`config.mk`:
```
export PLATFORM = sky130hd
export DESIGN_NAME = pp_phase_split
export DESIGN_NICKNAME = d
export VERILOG_FILES = /design/src/rtl/pp_phase_split.sv
export SDC_FILE = /design/constraint.sdc
export NUM_CORES = 1
export LEC_CHECK = 0
export CELL_PAD_IN_SITES_DETAIL_PLACEMENT = 2
export CELL_PAD_IN_SITES_GLOBAL_PLACEMENT = 2
export CORE_ASPECT_RATIO = 0.7
export CORE_UTILIZATION = 38
export DETAILED_ROUTE_END_ITERATION = 16
export DONT_BUFFER_PORTS = 1
export PLACE_DENSITY_LB_ADDON = 0.1
export SLEW_MARGIN = 10
export SYNTH_ARGS = -nofsm -noshare
export SYNTH_HDL_FRONTEND = slang
export SYNTH_SLANG_ARGS = --single-unit
```
`constraint.sdc`:
```
create_clock -name clk -period 4.4 [get_ports clk]
set_input_delay 0.44 -clock clk [delete_from_list [all_inputs] [get_ports clk]]
set_output_delay 0.44 -clock clk [all_outputs]
set_load 0.02 [all_outputs]
```
`src/rtl/pp_phase_split.sv`:
```
module pp_phase_split #(
  parameter int GAP_W = 10,
  parameter int CNT_W = 16
) (
  input  logic             clk,
  input  logic             rst_n,
  input  logic             enable,
  input  logic             ref_ok,
  input  logic             period_tick,
  input  logic             overlap_mode,
  input  logic [GAP_W-1:0] gap_cycles,
  output logic             out_a,
  output logic             out_b
);
  localparam int CMP_W = (GAP_W > CNT_W) ? GAP_W : CNT_W;
  localparam logic [CNT_W-1:0] CNT_MAX = {CNT_W{1'b1}};

  logic             run;
  logic             started_q;
  logic             phase_q;
  logic             a_q, b_q;
  logic [CNT_W-1:0] cnt_q;
  logic [GAP_W-1:0] dcnt_q;
  logic [CMP_W-1:0] lim_x, gap_x, eff_x;
  logic [GAP_W-1:0] eff;
  logic             nph;

  assign run   = enable & ref_ok;
  assign nph   = ~phase_q;
  assign gap_x = CMP_W'(gap_cycles);
  assign lim_x = (cnt_q < CNT_W'(4)) ? '0 : CMP_W'((cnt_q >> 1) - CNT_W'(1));
  assign eff_x = (gap_x > lim_x) ? lim_x : gap_x;
  assign eff   = eff_x[GAP_W-1:0];

  always_ff @(posedge clk) begin
    if (!rst_n || !run) begin
      started_q <= 1'b0;
      phase_q   <= 1'b0;
      a_q       <= 1'b0;
      b_q       <= 1'b0;
      cnt_q     <= '0;
      dcnt_q    <= '0;
    end else if (period_tick) begin
      cnt_q <= CNT_W'(1);
      if (!started_q) begin
        started_q <= 1'b1;
        phase_q   <= 1'b0;
        a_q       <= 1'b1;
        b_q       <= 1'b0;
        dcnt_q    <= '0;
      end else begin
        phase_q <= nph;
        dcnt_q  <= eff;
        if (eff == '0) begin
          a_q <= ~nph;
          b_q <= nph;
        end else begin
          a_q <= overlap_mode;
          b_q <= overlap_mode;
        end
      end
    end else begin
      if (cnt_q != CNT_MAX) cnt_q <= cnt_q + CNT_W'(1);
      if (dcnt_q != '0) begin
        dcnt_q <= dcnt_q - GAP_W'(1);
        if (dcnt_q == GAP_W'(1)) begin
          a_q <= ~phase_q;
          b_q <= phase_q;
        end
      end
    end
  end

  assign out_a = a_q & run;
  assign out_b = b_q & run;
endmodule


```
==> metrics list, run 1 <==
* Fin worst setup slack: 0.273 ns
- In this run the number of cells on the critical path is 14.
- Combined buffer and inverter count along the critical path: 1
- H-tree depth: 2
* Cell Pwr Density: 282 nW/µm²
* Fraction of final layout cells with drive strength greater than 1: 0.0772
- Max-cap violations in this run came to 0.
- Setup slack after placement: 0.372 ns
* Largest net degree at the start of global routing: 24
* Aggregate routed wire length: 7.46 mm
- In the final routed layout, each cell accounts on average for 20.0 µm.
* Effective utilization at floorplan: 0.402
* Antenna-violating nets left: 0
* Via density per instance: between 5 and 6
* Detailed-route via count: about 2200
- Outcome: completed
- Number of buffer cells added on primary ports: 0
- The clock passes through at most 2 buffers.
- In this run, post-CTS repair resized a total of 0 instances.
- Summed over all layers, the global routing overflow is 0.
- Setup violators final: 0
- The analysis attributes to cell leakage a power of slightly above 0.001 µW.
- For met3 alone, demand over resource in global routing was 0.0507.
- In the global route stage, met2 resource usage came out at 0.354.
- CTS placed an instance of sky130_fd_sc_hd__clkbuf_8 at the clock tree root.
- For this run, the leading register cell type out of synthesis is sky130_fd_sc_hd__dfxtp_1.
* Final hold vios: 0
- TNS Setup: 0 ns
- Clock slew at the register clock pins of the worst setup and hold paths: 0.07 ns
* Cell family with most CP delay: simple AND/OR/NAND/NOR gates
- Final design area excluding fillers: between 2000 and 3000 µm²
- Total power draw: a little over 700 µW
* Clock latency at the later pin of the worst-skew pair: ~0.29 ns
- Hold buffers post-CTS: 0
- Data on the critical path arrives at its endpoint at 4.34 ns.
- From left edge to right edge, the die measures 95.7 µm.
- The first detailed-routing pass took 4 iterations.
- Synth unique cells: between 50 and 60
- The share of the Yosys chip area taken by registers is 0.257.
- The worst setup path is launched from a register.
* Antenna cell count: 0
* Worst vdd rail ir drop: 0.000129 V
- The worst register-to-register path has a depth of 14.
* Mean cell area of the mapped netlist: a little under 8 µm²
- Synthesized net count: 333
* Initial DRC count: around 130
* Detailed Place HPWL: 5.84 mm
* Cell with the most instances on the worst path: sky130_fd_sc_hd__nand2_1
- Clock tree synthesis inserted a total of 5 buffers.
- Number of nets in the final layout: approximately 330
- The critical path in this run is classified as register to register.
- After technology mapping, the gate count stands at 302.
- Type of the worst min-delay path: primary input to register
- TritonCTS built the clock tree.
- Post-synthesis to final-layout area growth: 8.40%
* DIE AREA: ~6500 µm²
- Core occupancy in the finished layout: 0.436
- Hold path depth: 1
- Critical-path cell with the highest stage delay: sky130_fd_sc_hd__or4_1
- Total count of max-transition violations in the final report: 0
* Synthesized area: 2340 µm²
* Grt met1 use: 0.373
- The worst pin sits at a relative slew slack of 0.344.
* Share of the clock period used by the worst path: 0.938
- Time the worst path needs with I/O delays and setup: a little over 4 ns
- DRC violation count after routing: 0
- The synthesized design contains 0 enable-type register cells.
* Post-detailed-placement cell area: approximately 2400 µm²
- For the final database, setup skew stands at 0.00517 ns.
- Delay contributed by the slowest stage of the critical path: roughly 0.7 ns
- STA classifies the critical path endpoint as a register.
* Transition time at the pin with the least slew margin: 0.974 ns
- The floorplan step set the die height to between 60 and 70 µm.
- In this run the post-CTS setup repair buffer count came out at 0.
- Placer Congestion: 0.806
- For this run, the total global-route usage over all layers was measured as 0.247.
* Highest fanout seen on the critical path: 11
* Number of antenna violations at the first check in global routing: 0
- The Yosys step of the flow raised 0 warnings.
* Max Clk Rate: about 240 MHz
* Critical-path cell list: nor4_4 > nand3_2 > or4_1 > nand2_1 > ha_1 > nand2_1 > o21bai_1 > a21oi_1 > o21ai_1 > buf_4 > a21o_1 > a221o_1 > or3_1 > a31oi_1
- In this run the core area contains 23 standard-cell rows.
- In this run, synthesis produced a sequential element count of 30.
* Number of global-route vias before repair: between 2000 and 2500
- Total core area: between 5000 and 6000 µm²
- After global routing, the most crowded layer is met1.
- 18 I/O pins were placed.
- The clock drives 30 sinks.
- Of all flip-flops after synthesis, the portion carrying an async set or reset was 0.
* Unrepaired setup endpoints after global routing: false
* CP required: ~4.6 ns
- Wire length of the first global-routing pass: between 10 and 15 mm
[registers in the layout, summed over array words and instances (netlist names)]
signal / flops
a_q: 1
b_q: 1
cnt_q: 16
dcnt_q: 10
phase_q: 1
started_q: 1
[metal layers]
metal / part of all wire / wire length (µm)
met5: 0 / 0
met4: 0.0064 / 48
met2: 0.40 / 2960
met1: 0.54 / 4020
met3: 0.058 / 429
[final timing paths]
| kind | from | end | slack [ns] |
|---|---|---|---|
| setup / recovery | cnt_q[4] | b_q | 0.27 |
| hold / removal | period_tick | b_q | 0.25 |
| setup reg to reg | cnt_q[4] | b_q | 0.27 |
| hold reg to reg | dcnt_q[1] | dcnt_q[1] | 0.57 |
[placed cells by master, fill, tap and decap left out, types with 6 or more instances in the layout]
cell type,count
sky130_fd_sc_hd__ha_1,15
sky130_fd_sc_hd__a21oi_1,16
sky130_fd_sc_hd__xor2_1,11
sky130_fd_sc_hd__mux2i_1,9
sky130_fd_sc_hd__inv_1,15
sky130_fd_sc_hd__nor2_1,39
sky130_fd_sc_hd__clkbuf_8,6
sky130_fd_sc_hd__o21ai_0,11
sky130_fd_sc_hd__xnor2_1,16
sky130_fd_sc_hd__dfxtp_1,30
sky130_fd_sc_hd__o22a_1,6
sky130_fd_sc_hd__nand2_1,18
sky130_fd_sc_hd__and3_1,6
sky130_fd_sc_hd__nor3_1,9
sky130_fd_sc_hd__nand3_1,15
[cell type report]
cell class | count | area [µm²]
multi-input cells | 240 | 1600
inverters | 15 | 56.3
clock buffers | 6 | 82.6
flip-flops and latches | 30 | 601
well taps | 75 | 93.8
repair buffers | 5 | 37.5
clock inverters | 2 | 60.1
fillers | 668 | 3280
[worst reg2reg max path, cell delays in order (launching register included)]
cell and delay [ns]:
sky130_fd_sc_hd__dfxtp_1 0.47, sky130_fd_sc_hd__nor4_4 0.53, sky130_fd_sc_hd__nand3_2 0.19, sky130_fd_sc_hd__or4_1 0.70, sky130_fd_sc_hd__nand2_1 0.16, sky130_fd_sc_hd__ha_1 0.17
sky130_fd_sc_hd__nand2_1 0.10, sky130_fd_sc_hd__o21bai_1 0.18, sky130_fd_sc_hd__a21oi_1 0.16, sky130_fd_sc_hd__o21ai_1 0.10, sky130_fd_sc_hd__buf_4 0.17, sky130_fd_sc_hd__a21o_1 0.21
sky130_fd_sc_hd__a221o_1 0.41, sky130_fd_sc_hd__or3_1 0.35, sky130_fd_sc_hd__a31oi_1 0.15
[synth_stat cells (3+ instances only)]
cell / n / area (µm²)
sky130_fd_sc_hd__nor2_1: 39 / 146
sky130_fd_sc_hd__dfxtp_1: 30 / 601
sky130_fd_sc_hd__nand2_1: 18 / 67.6
sky130_fd_sc_hd__a21oi_1: 16 / 80.1
sky130_fd_sc_hd__xnor2_1: 16 / 140
sky130_fd_sc_hd__ha_1: 15 / 188
sky130_fd_sc_hd__inv_1: 15 / 56.3
sky130_fd_sc_hd__nand3_1: 15 / 75.1
sky130_fd_sc_hd__clkbuf_1: 13 / 48.8
sky130_fd_sc_hd__o21ai_0: 11 / 55.1
sky130_fd_sc_hd__xor2_1: 11 / 96.3
sky130_fd_sc_hd__mux2i_1: 9 / 90.1
sky130_fd_sc_hd__nor3_1: 9 / 45.0
sky130_fd_sc_hd__and3_1: 6 / 37.5
sky130_fd_sc_hd__o22a_1: 6 / 52.6
sky130_fd_sc_hd__nand4_1: 5 / 31.3
sky130_fd_sc_hd__nor4_1: 5 / 31.3
sky130_fd_sc_hd__a31oi_1: 4 / 25.0
sky130_fd_sc_hd__nand2b_1: 4 / 25.0
sky130_fd_sc_hd__a22oi_1: 3 / 22.5
sky130_fd_sc_hd__and2_1: 3 / 18.8
sky130_fd_sc_hd__o21a_1: 3 / 22.5
sky130_fd_sc_hd__o31ai_1: 3 / 22.5
sky130_fd_sc_hd__or2_2: 3 / 18.8
[stage by stage]
stage / hold WS, ns / cells
after global placement: 0.538 / 365
after floorplan: 0.494 / 302
after detailed placement: 0.538 / 365
after global routing: 0.234 / 373
final: 0.250 / 373
after CTS: 0.237 / 373
[cell families after synthesis]
group                    synth area share
AO/OA/AOI/OAI                       0.188
XOR/XNOR                            0.101
adder cells (fa/ha/maj)            0.0803
buffers and inverters              0.0573
flip-flops                          0.257
multiplexers                       0.0385
AND/OR/NAND/NOR                     0.277
[where the power goes]
part	total [µW]	leakage, µW	internal, µW	switching (µW)
logic	78.7	0.000706	36.1	42.5
registers	279	0.000242	275	3.68
clock network	357	0.0000714	242	115
total	714	0.00102	553	161
Note: power is estimated with default switching activity, not from simulation.
==> run 2: changes to the inputs <==
--- a/config.mk
+++ b/config.mk
@@ -5,10 +5,11 @@
 export SDC_FILE = /design/constraint.sdc
 export NUM_CORES = 1
 export LEC_CHECK = 0
+export ABC_AREA = 1
 export CELL_PAD_IN_SITES_DETAIL_PLACEMENT = 2
 export CELL_PAD_IN_SITES_GLOBAL_PLACEMENT = 2
 export CORE_ASPECT_RATIO = 0.7
-export CORE_UTILIZATION = 38
+export CORE_UTILIZATION = 35
 export DETAILED_ROUTE_END_ITERATION = 16
 export DONT_BUFFER_PORTS = 1
 export PLACE_DENSITY_LB_ADDON = 0.1
==> run 2 against run 1 <==
Area after synthesis rose by 3.0%. Die area rose by 12%. First-iteration DRC count fell by 16%. Critical path type unchanged. Critical endpoint is now a_q.
==> metrics list, run 2 <==
* Outcome: completed
- The cell that appears most often on the critical path is sky130_fd_sc_hd__nand2_1.
* Combined area of the multi-input logic cells: between 1500 and 2000 µm²
- At the end of routability-driven placement, the weighted congestion stood at a little under 0.8.
- Count of flip-flops with a built-in enable after synthesis: 0
- Ranked by instance count, the synthesized netlist is headed by sky130_fd_sc_hd__nand2_1 (82), sky130_fd_sc_hd__inv_1 (62), sky130_fd_sc_hd__nand3_1 (38), sky130_fd_sc_hd__nor2_1 (33), sky130_fd_sc_hd__dfxtp_1 (30).
- Share of Yosys cell area claimed by the top area cell type: 0.249
- Mean cell area of the mapped netlist: 6.30 µm²
- sky130_fd_sc_hd__nand2_1 is the most common cell in the netlist.
- Area leader, netlist: sky130_fd_sc_hd__dfxtp_1
- In this run the worst setup path begins at cnt_q[10].
- Measured along the y axis, the die boundary spans between 70 and 80 µm.
- Largest net degree at the start of global routing: 15
* Worst setup path category: register to register
- Delay contributed by the slowest stage of the critical path: about 0.46 ns
- The filler cells instantiated in the layout total 831.
- Along the worst path, the maximum fanout reaches 14.
- The synthesized design contains 30 register bits.
* Chip Width: 101 µm
- For this run, the share of the core covered by cells in the final layout is 0.405.
- Leaving out fill and tap cells, the most frequent cells in the layout are sky130_fd_sc_hd__nand2_1 (82), sky130_fd_sc_hd__inv_1 (62), sky130_fd_sc_hd__nand3_1 (38).
* Transition time at the pin with the least slew margin: 0.665 ns
- Max Clk Rate: between 200 and 300 MHz
* Effective utilization at floorplan: 0.375
- Worst-case clock skew: 0.0113 ns
* Met3 usage: 0.0420
- Unrepaired setup endpoints after global routing: false
- Number of global-route vias before repair: between 2000 and 3000
- Max clock buf depth: 2
- Summed over all cells, the static leakage comes to ~0.0012 µW.
* Ys async rst share: 0
- Wires add up to 7.89 mm.
- Leaving out fill and tap cells, the most frequent cell in the layout is sky130_fd_sc_hd__nand2_1.
- In the final layout, the share of cells above drive strength 1 is 0.0928.
- The signal on the critical path passes through inv_1 > nand3_1 > nor2_1 > nand3_2 > inv_1 > nor2_1 > inv_1 > ha_1 > a21oi_1 > o21ai_0 > nand2_1 > nand2_1 > nand2_1 > a21oi_2 > nand2_4 > o21ai_1 > nand2_2 > nor2_4 > nand3_1 > nand2_1 > nand3_1 > nand2_1 > a21oi_2.
- Across the run, the number of max-cap violations was 0.
- Top-Level Pins: 18
- Synthesized area: around 2400 µm²
* Number of antenna violations at the first check in global routing: 0
- Data arrives at the worst endpoint at slightly above 4 ns.
* Clock slew at the register clock pins of the worst setup and hold paths: around 0.080 ns
* Endpoint type of the worst setup path: register
* Total core area: roughly 6400 µm²
- For this run, the leading register cell type out of synthesis is sky130_fd_sc_hd__dfxtp_1.
- The number of pins with negative max-slew slack in the final report is 0.
- CTS saw 30 sinks.
- VDD sags by at most 0.000123 V.
- Cell Pwr Density: about 240 nW/µm²
- The H-tree was split into 2 levels.
- Number of flip-flops under the largest register name: 16
- The first global-routing pass estimated 13.0 mm of wire.
- Time the worst path needs with I/O delays and setup: slightly below 4 ns
* Initial DRC count: around 110
* Setup slack after placement: about 0.36 ns
- Start point of the worst hold path: period_tick
* Antenna cell count: 0
- During synthesis, Yosys emitted a total of 0 warnings.
- Antenna-violating nets left: 0
- Adding up every negative setup slack in the final design gives 0 ns.
- The worst hold path passes through 2 cells.
- At the later pin of the worst-skew pair, clock insertion delay measures 0.29 ns.
- More flip-flops sit in one register than any other, and that register is cnt_q.
* Grt met1 use: 0.349
* Hold buffers post-CTS: 0
- Synthesized net count: just over 400
- Global-route met2 utilization: 0.358
- In this run, CTS created clock tree buffers numbering 5.
- Grt ovf: 0
* Synth unique cells: 35
- Gr busiest metal: met2
- TritonCTS built the clock tree.
- The sequential cells in the finished layout cover a total of 601 µm².
- The floorplan has 24 rows.
- Number of detailed-routing iterations run before antenna repair: 4
- Final hold vios: 0
* CP required: 4.57 ns
- Number of buffer cells added on primary ports: 0
- Setup violators final: 0
* Critical-path cell with the highest stage delay: sky130_fd_sc_hd__dfxtp_1
* Root buffer selected by CTS: sky130_fd_sc_hd__clkbuf_8
- In the post-route analysis, the smallest setup slack over all paths is between 0.5 and 0.6 ns.
* Registers with the most flip-flops: cnt_q: 16 flops, dcnt_q: 10 flops
- The floorplan step defined a die boundary enclosing 7220 µm².
* Type of the worst min-delay path: primary input to register
* Element type at the critical path start: register
- Post-synthesis to final-layout area growth: 8.06%
- Of the available clock period, the critical path in the final layout requires 0.880.
- Counting cells, the worst reg-to-reg path comes to 23.
- The startpoint identified for the worst register-to-register timing path is cnt_q[10].
- In the global route stage, overall resource usage came out at 0.235.
- By area the synthesized netlist is led by sky130_fd_sc_hd__dfxtp_1 (25%), sky130_fd_sc_hd__nand2_1 (13%), sky130_fd_sc_hd__inv_1 (9.7%).
- Synthesis produced between 300 and 400 cells.
* DRC violation count after routing: 0
- Across all layers, the routed design uses roughly 2500 vias.
- Total power draw: slightly above 600 µW
* Via density per instance: between 5 and 6
- Sequential fraction of the synthesis area: 0.249
- After detailed routing, the average wire length per cell comes to around 16 µm.
- The HPWL after detailed placement is about 6.6 mm.
- The worst pin sits at a relative slew slack of 0.553.
- Number of nets in the final layout: roughly 420
run 2: final timing paths:
path,endpoint,slack [ns]
max,a_q,0.53
min,started_q,0.29
min reg2reg,started_q,0.48
max reg2reg,a_q,0.53
run 2: logic make-up after synthesis:
kind of cell,count (synthesis),synth area share
AOI/OAI and AO/OA,60,0.142
adders and majority gates,15,0.0780
and+or+nand+nor,200,0.386
DFF,30,0.249
buffers and inverters,67,0.108
xor gates and xnor gates,10,0.0364
run 2: layer usage:
metal,share of wire,up-vias
li1,-,1249
met1,0.55,1212
met2,0.41,26
met3,0.032,4
met4,0.0049,0
met5,0,-
run 2: worst max-delay path, delay by kind of cell (launching register included):
kind,cells,cell delay [ns]
flops,1,0.46
buf+inv,3,0.34
fa+ha+maj,1,0.31
compound gates,5,0.97
simple gates,14,1.65
run 2: area by class of cell:
| cell class | count | share of cell area |
|---|---|---|
| clock buffer | 7 | 0.0332 |
| clock inverter | 1 | 0.00192 |
| inverter | 65 | 0.0938 |
| multi-input combinational | 285 | 0.596 |
| sequential | 30 | 0.231 |
| tap | 91 | 0.0438 |
run 2: repair_timing:
action,in CTS,in global routing
setup buffers,0,0
gates resized for setup,0,1
endpoints found under the setup margin,0,2
run 2: report_power, final:
| group | total, µW | internal [µW] | switching (µW) |
|---|---|---|---|
| clock network | 242 | 126 | 116 |
| registers | 279 | 276 | 3.66 |
| logic | 96.3 | 31.3 | 65.0 |
| total | 618 | 433 | 185 |
run 2: through the flow:
stage	hold WS, ns	cells	cell area (µm²)
after global routing	0.294	479	2600
after detailed placement	0.465	471	2510
after floorplan	0.449	382	2410
after global placement	0.460	471	2510
after CTS	0.290	479	2600
final	0.292	479	2600
